`config.mk`:
```
export PLATFORM = sky130hd
export DESIGN_NAME = link_err_monitor
export DESIGN_NICKNAME = d
export VERILOG_FILES = /design/src/rtl/link_err_pkg.sv /design/src/rtl/lem_ctrl_regs.sv /design/src/rtl/lem_parity_chk.sv /design/src/rtl/lem_ack_fsm.sv /design/src/rtl/lem_status.sv /design/src/rtl/link_err_monitor.sv
export SDC_FILE = /design/constraint.sdc
export NUM_CORES = 1
export LEC_CHECK = 0
export CAP_MARGIN = 20
export CORE_UTILIZATION = 40
export CTS_BUF_LIST = sky130_fd_sc_hd__clkbuf_4
export DETAILED_ROUTE_END_ITERATION = 6
export PLACE_DENSITY = 0.72
export SYNTH_ARGS = -nofsm -noshare
export SYNTH_HDL_FRONTEND = slang
export SYNTH_SLANG_ARGS = --single-unit
export TNS_END_PERCENT = 1
```
`constraint.sdc`:
```
create_clock -name clk_i -period 2.6 [get_ports clk_i]
set_input_delay 0.65 -clock clk_i [delete_from_list [all_inputs] [get_ports clk_i]]
set_output_delay 0.65 -clock clk_i [all_outputs]
set_load 0.005 [all_outputs]
```
`src/rtl/link_err_pkg.sv`:
```
package link_err_pkg;
  localparam int unsigned TMO_W     = 4;
  localparam int unsigned REG_W     = 8;
  localparam int unsigned EN_BIT    = 0;
  localparam int unsigned TMO_LSB   = 4;
  localparam int unsigned CLR_BIT   = 0;
  localparam logic        ADDR_CTRL = 1'b0;
  localparam logic        ADDR_STAT = 1'b1;

  typedef enum logic [1:0] {
    ST_IDLE = 2'd0,
    ST_XFER = 2'd1,
    ST_ACK  = 2'd2
  } lnk_state_e;

  // status bits 5:1, top to bottom
  typedef struct packed {
    logic cancel;
    logic parity;
    logic txn;
    logic tmo;
    logic ack;
  } err_flags_t;
endpackage

```
`src/rtl/lem_ctrl_regs.sv`:
```
module lem_ctrl_regs
  import link_err_pkg::*;
(
  input  logic             clk_i,
  input  logic             rst_ni,
  input  logic             special_i,
  input  logic             we_i,
  input  logic             en_wr_i,
  input  logic [TMO_W-1:0] tmo_wr_i,
  output logic             en_o,
  output logic [TMO_W-1:0] tmo_o
);
  logic             en_q;
  logic             lock_q;
  logic [TMO_W-1:0] tmo_q;

  always_ff @(posedge clk_i or negedge rst_ni) begin
    if (!rst_ni) begin
      en_q   <= 1'b0;
      lock_q <= 1'b0;
      tmo_q  <= '0;
    end else if (we_i) begin
      en_q <= en_wr_i;
      if (en_wr_i) lock_q <= 1'b1;
      if (!lock_q || special_i) tmo_q <= tmo_wr_i;
    end
  end

  assign en_o  = en_q;
  assign tmo_o = tmo_q;

  a_r2_tmo_locked: assert property (@(posedge clk_i) disable iff (!rst_ni)
    (lock_q && !special_i && we_i) |=> (tmo_q == $past(tmo_q)));
endmodule

```
`src/rtl/lem_parity_chk.sv`:
```
module lem_parity_chk #(
  parameter int unsigned DATA_W = 8
) (
  input  logic              clk_i,
  input  logic              rst_ni,
  input  logic              beat_i,
  input  logic [DATA_W-1:0] data_i,
  input  logic [1:0]        par_i,
  output logic              par_err_o,
  output logic [1:0]        rx_par_o
);
  logic [1:0] exp_par;
  logic [1:0] rx_par_q;

  for (genvar g = 0; g < 2; g++) begin : g_lane
    always_comb begin
      exp_par[g] = 1'b0;
      for (int i = g; i < int'(DATA_W); i += 2) exp_par[g] ^= data_i[i];
    end
  end

  assign par_err_o = beat_i && (exp_par != par_i);

  always_ff @(posedge clk_i or negedge rst_ni) begin
    if (!rst_ni)     rx_par_q <= '0;
    else if (beat_i) rx_par_q <= par_i;
  end

  assign rx_par_o = rx_par_q;

  a_r7_rx_hold: assert property (@(posedge clk_i) disable iff (!rst_ni)
    !beat_i |=> $stable(rx_par_q));
endmodule

```
`src/rtl/lem_ack_fsm.sv`:
```
module lem_ack_fsm
  import link_err_pkg::*;
#(
  parameter int unsigned DATA_W = 8
) (
  input  logic              clk_i,
  input  logic              rst_ni,
  input  logic              en_i,
  input  logic              err_pend_i,
  input  logic [TMO_W-1:0]  tmo_i,
  input  logic              start_i,
  input  logic              last_xfer_i,
  input  logic              ack_i,
  input  logic [DATA_W-1:0] data_i,
  input  logic              link_err_i,
  output logic              ev_ack_o,
  output logic              ev_txn_o,
  output logic              ev_tmo_o,
  output logic              ev_cancel_o,
  output logic              done_o,
  output logic              idle_cmd_o
);
  lnk_state_e       state_q, state_d;
  logic [TMO_W-1:0] wcnt_q, wcnt_d;
  logic             fin;
  logic             done_q, idle_q;

  always_comb begin
    state_d     = state_q;
    wcnt_d      = wcnt_q;
    fin         = 1'b0;
    ev_ack_o    = 1'b0;
    ev_txn_o    = 1'b0;
    ev_tmo_o    = 1'b0;
    ev_cancel_o = 1'b0;
    unique case (state_q)
      ST_IDLE: begin
        if (start_i && en_i) begin
          if (err_pend_i) ev_cancel_o = 1'b1;
          else            state_d     = ST_XFER;
        end
      end
      ST_XFER: begin
        if (last_xfer_i) begin
          state_d = ST_ACK;
          wcnt_d  = '0;
        end
      end
      ST_ACK: begin
        if (ack_i) begin
          ev_ack_o = ~&data_i;
          ev_txn_o = link_err_i;
          fin      = 1'b1;
          state_d  = ST_IDLE;
        end else if (wcnt_q >= tmo_i) begin
          ev_tmo_o = 1'b1;
          fin      = 1'b1;
          state_d  = ST_IDLE;
        end else begin
          wcnt_d = wcnt_q + 1'b1;
        end
      end
      default: state_d = ST_IDLE;
    endcase
  end

  always_ff @(posedge clk_i or negedge rst_ni) begin
    if (!rst_ni) begin
      state_q <= ST_IDLE;
      wcnt_q  <= '0;
      done_q  <= 1'b0;
      idle_q  <= 1'b0;
    end else begin
      state_q <= state_d;
      wcnt_q  <= wcnt_d;
      done_q  <= fin;
      idle_q  <= ev_cancel_o;
    end
  end

  assign done_o     = done_q;
  assign idle_cmd_o = idle_q;

  a_r11_done_after_ack: assert property (@(posedge clk_i) disable iff (!rst_ni)
    (state_q == ST_ACK && ack_i) |=> done_o);
  a_r11_done_single: assert property (@(posedge clk_i) disable iff (!rst_ni)
    done_o |=> !done_o);
  a_r10_cancel_stays_idle: assert property (@(posedge clk_i) disable iff (!rst_ni)
    idle_cmd_o |-> (state_q == ST_IDLE && !done_o));
  a_r3_disabled_no_start: assert property (@(posedge clk_i) disable iff (!rst_ni)
    (state_q == ST_IDLE && !en_i) |=> (state_q == ST_IDLE && !idle_cmd_o));
endmodule

```
`src/rtl/lem_status.sv`:
```
module lem_status
  import link_err_pkg::*;
(
  input  logic       clk_i,
  input  logic       rst_ni,
  input  logic       clr_i,
  input  err_flags_t new_i,
  output err_flags_t flags_o,
  output logic       summary_o
);
  err_flags_t flags_q;

  always_ff @(posedge clk_i or negedge rst_ni) begin
    if (!rst_ni) flags_q <= '0;
    else         flags_q <= (clr_i ? err_flags_t'('0) : flags_q) | new_i;
  end

  assign flags_o   = flags_q;
  assign summary_o = |flags_q;

  a_r8_fall_needs_clear: assert property (@(posedge clk_i) disable iff (!rst_ni)
    $fell(summary_o) |-> $past(clr_i));
  a_r9_new_error_wins: assert property (@(posedge clk_i) disable iff (!rst_ni)
    (|new_i) |=> summary_o);
endmodule

```
`src/rtl/link_err_monitor.sv`:
```
module link_err_monitor
  import link_err_pkg::*;
#(
  parameter int unsigned DATA_W = 8
) (
  input  logic              clk_i,
  input  logic              rst_ni,
  input  logic              special_mode_i,
  input  logic              reg_we_i,
  input  logic              reg_addr_i,
  input  logic [REG_W-1:0]  reg_wdata_i,
  output logic [REG_W-1:0]  reg_rdata_o,
  input  logic              start_i,
  input  logic              last_xfer_i,
  input  logic              ack_i,
  input  logic [DATA_W-1:0] link_data_i,
  input  logic              link_err_i,
  input  logic              rx_beat_i,
  input  logic [1:0]        link_par_i,
  output logic              done_o,
  output logic              idle_cmd_o
);
  logic             en;
  logic [TMO_W-1:0] tmo;
  logic             ctrl_we, clr;
  logic             ev_ack, ev_txn, ev_tmo, ev_cancel, ev_par;
  logic [1:0]       rx_par;
  err_flags_t       new_err, flags;
  logic             summary;

  assign ctrl_we = reg_we_i && (reg_addr_i == ADDR_CTRL);
  assign clr     = reg_we_i && (reg_addr_i == ADDR_STAT) && reg_wdata_i[CLR_BIT];

  lem_ctrl_regs u_ctrl (
    .clk_i     (clk_i),
    .rst_ni    (rst_ni),
    .special_i (special_mode_i),
    .we_i      (ctrl_we),
    .en_wr_i   (reg_wdata_i[EN_BIT]),
    .tmo_wr_i  (reg_wdata_i[TMO_LSB +: TMO_W]),
    .en_o      (en),
    .tmo_o     (tmo)
  );

  lem_ack_fsm #(.DATA_W(DATA_W)) u_fsm (
    .clk_i       (clk_i),
    .rst_ni      (rst_ni),
    .en_i        (en),
    .err_pend_i  (summary),
    .tmo_i       (tmo),
    .start_i     (start_i),
    .last_xfer_i (last_xfer_i),
    .ack_i       (ack_i),
    .data_i      (link_data_i),
    .link_err_i  (link_err_i),
    .ev_ack_o    (ev_ack),
    .ev_txn_o    (ev_txn),
    .ev_tmo_o    (ev_tmo),
    .ev_cancel_o (ev_cancel),
    .done_o      (done_o),
    .idle_cmd_o  (idle_cmd_o)
  );

  lem_parity_chk #(.DATA_W(DATA_W)) u_par (
    .clk_i     (clk_i),
    .rst_ni    (rst_ni),
    .beat_i    (rx_beat_i),
    .data_i    (link_data_i),
    .par_i     (link_par_i),
    .par_err_o (ev_par),
    .rx_par_o  (rx_par)
  );

  always_comb begin
    new_err        = '0;
    new_err.ack    = ev_ack;
    new_err.txn    = ev_txn;
    new_err.tmo    = ev_tmo;
    new_err.cancel = ev_cancel;
    new_err.parity = ev_par;
  end

  lem_status u_stat (
    .clk_i     (clk_i),
    .rst_ni    (rst_ni),
    .clr_i     (clr),
    .new_i     (new_err),
    .flags_o   (flags),
    .summary_o (summary)
  );

  always_comb begin
    if (reg_addr_i == ADDR_CTRL) reg_rdata_o = {tmo, 3'b000, en};
    else                         reg_rdata_o = {rx_par, flags, summary};
  end

  a_r10_cancel_flagged: assert property (@(posedge clk_i) disable iff (!rst_ni)
    idle_cmd_o |-> flags.cancel);
endmodule

```
==> flow_metrics.tcl <==
set metrics [dict create \
    initial_core_util_pct 43.6 \
    dp_cells 178 \
    grt_overflow 0 \
    min_period_ns 2.47 \
    track_usage_pct 19.1 \
    clock_sinks 21 \
    boundaryPins 38 \
    fin_nets 189 \
    placed_area_um2 1530 \
    hold_slack_ns 0.488 \
    worstHoldPathType "flop to flop" \
    path_class "input pin to primary output" \
    placement.io_buffers 34 \
    clk_latency_ns 0.30 \
    place_congestion 0.786 \
    avgSynthCellArea_um2 10.2 \
    fin_crit_sh_pct 95.0 \
    drive_gt1_share_pct 13.5 \
    slew_violations 0 \
    sequentialPowerShare_pct 45.1 \
    syn-cell-area_um2 1120 \
    leakage_nw 0.707 \
    async_flop_share_pct 100 \
    crit_fanout 6 \
    rsz0062_at_grt "false" \
    fp.dieW_um 54.9 \
    startpoint_type "input pin" \
    combinationalPowerShare_pct 37.2 \
    via_per_inst 5.19 \
    fill_cells 225 \
    sw_frac_of_total_pct 30.7 \
    clkTransAtPathRegs_ns 0.11 \
    final_cell_mix "clkdlybuf4s50_1, dfrtp_1, nand2_1, xnor2_1, o21ai_0" \
    grt_pass1_wl_mm 3.94 \
    wirelength_mm 2.53 \
    final_cell_area_um2 1600 \
    clockRootBuffer "clkbuf_4" \
    syn_nets 143 \
    fmax_mhz 405 \
    yosysWarningCount 0 \
    cts_tree "built" \
    cts.path.max_buffers 2 \
    antenna_found_initial 0 \
    holdBufCountCts 0 \
    tightest_slew_ns 0.395 \
    grt_pass1_vias 912 \
    dieArea_um2 3020 \
    cp-end-kind "primary output" \
    grt_max_degree 22 \
    setup_viol 0 \
    post-place-ws_ns -0.141 \
    arrival_ns 1.82 \
    postLayoutCoreUtil_pct 62.2 \
    rows 18 \
    dp_hpwl_mm 1.97 \
    final_common_cell "clkdlybuf4s50_1" \
    syn-instance-count 110 \
    ir_worst_vdd_v 0.000331 \
    synth_edf_count 0 \
    core_um2 2570 \
    seq_area_frac_synth_pct 46.9 \
    h-tree-depth 1 \
    total_power_mw 0.936 \
    hold_violations 0 \
    area_growth_syn_to_layout_pct 42.6 \
    synth-main-ff-cell "dfrtp_1" \
    drt.antenna.violating_nets 0 \
    layout_setup_ws_ns 0.131 \
    netSwitchingPower_mw 0.287 \
    slew_headroom_pct 73.4 \
    fin_skew_ns 0.00291 \
    crit_required_ns 1.95 \
    status "finished clean" \
    n_antenna_cell 0 \
    drt_iter0_drc 12 \
    powerDensity_nw_per_um2 586 \
    p_clk_share_pct 17.8 \
    die_h_um 54.9 \
    cts_buffers 3 \
    ys_seq_elements 21 \
    p_int_mw 0.648 \
    wl_per_cell_um 13.6 \
    tns_ns 0 \
    vias 960 \
    dr.pass1.iters 4 \
    synth_cell_types 30 \
    drv_cap 0 \
    instances_no_fill 185 \
    drc_errors 0 \
]
## power groups by stage
stage	combinational, mW	clock (mW)	sequential [mW]
finish	0.348	0.166	0.421
global route	0.388	0.187	0.427
CTS	0.340	0.173	0.420
detailed placement	0.338	0	0.427
global placement	0.325	0	0.422
floorplan	0.212	0	0.412
## final cells by class
type,count,area (µm²),area share (%)
sequential,21,526,32.9
timing repair buffer,42,402,25.2
clock buffer,4,30.0,1.88
inverter,8,30.0,1.88
multi-input combinational,80,572,35.8
tap,30,37.5,2.35
## synth_stat cells, drive strengths merged, types with 3 or more instances
| library cell | number | share of area, % |
|---|---|---|
| and2 | 3 | 1.7 |
| dfrtp | 21 | 47 |
| ha | 5 | 5.6 |
| inv | 8 | 2.7 |
| mux2 | 4 | 4.0 |
| nand2 | 14 | 4.7 |
| nand2b | 3 | 2.3 |
| nand3 | 4 | 1.8 |
| nor2 | 6 | 2.0 |
| o21ai | 10 | 4.8 |
| xnor2 | 9 | 7.0 |
## per-layer routing
metal	global-route usage (%)	share of wire [%]	routed length [µm]	vias up
li1	-	-	-	472
met5	0	0	0	-
met3	2.46	5.7	143	2
met2	33.3	48	1210	27
met4	7.50	0.59	15	0
met1	23.9	46	1150	459
## worst max-delay path, stage by stage
cell	delay, ns
dlygate4sd2_1	0.34
buf_4	0.18
nand2_1	0.06
o21ai_0	0.07
clkdlybuf4s50_1	0.52
## worst paths after layout
kind                                  startpoint                end  slack [ns]  cells past startpoint
worst max-delay path                  reg_addr_i     reg_rdata_o[6]        0.13                      5
worst min-delay path            u_fsm.state_q[1]   u_fsm.state_q[0]        0.49                      1
worst max register to register   u_fsm.wcnt_q[0]    u_fsm.wcnt_q[2]        0.67                      6
worst min register to register  u_fsm.state_q[1]   u_fsm.state_q[0]        0.49                      1
max in group asynchronous                 rst_ni    u_ctrl.tmo_o[3]        1.71                      2
min in group asynchronous                 rst_ni  u_par.rx_par_o[0]        0.68                      2
## timing repair
action / 4_1_cts / 5_1_grt
buffers inserted: 0 / 3
pin swaps: 0 / 1
endpoints found under the setup margin: 7 / 1
gates resized for setup: 2 / 3
## cells by family (layout without fill, tap and decap cells)
kind of cell / count (synthesis) / count (layout) / synth area share [%]
xor gates and xnor gates: 9 / 9 / 7.04
DFF: 21 / 21 / 46.9
buffers and inverters: 9 / 54 / 3.02
adders and majority gates: 5 / 5 / 5.59
muxes: 4 / 4 / 4.02
and+or+nand+nor: 40 / 40 / 18.7
AOI/OAI and AO/OA: 22 / 22 / 14.7
## state kept, by name (all words and copies together), names as in the netlist
name,flops
u_ctrl.en_o,1
u_fsm.done_o,1
u_fsm.idle_cmd_o,1
u_par.rx_par_o,2
u_ctrl.tmo_o,4
u_fsm.wcnt_q,4
u_stat.flags_o,5
u_ctrl.lock_q,1
u_fsm.state_q,2
Power figures use the tool's default switching activity.
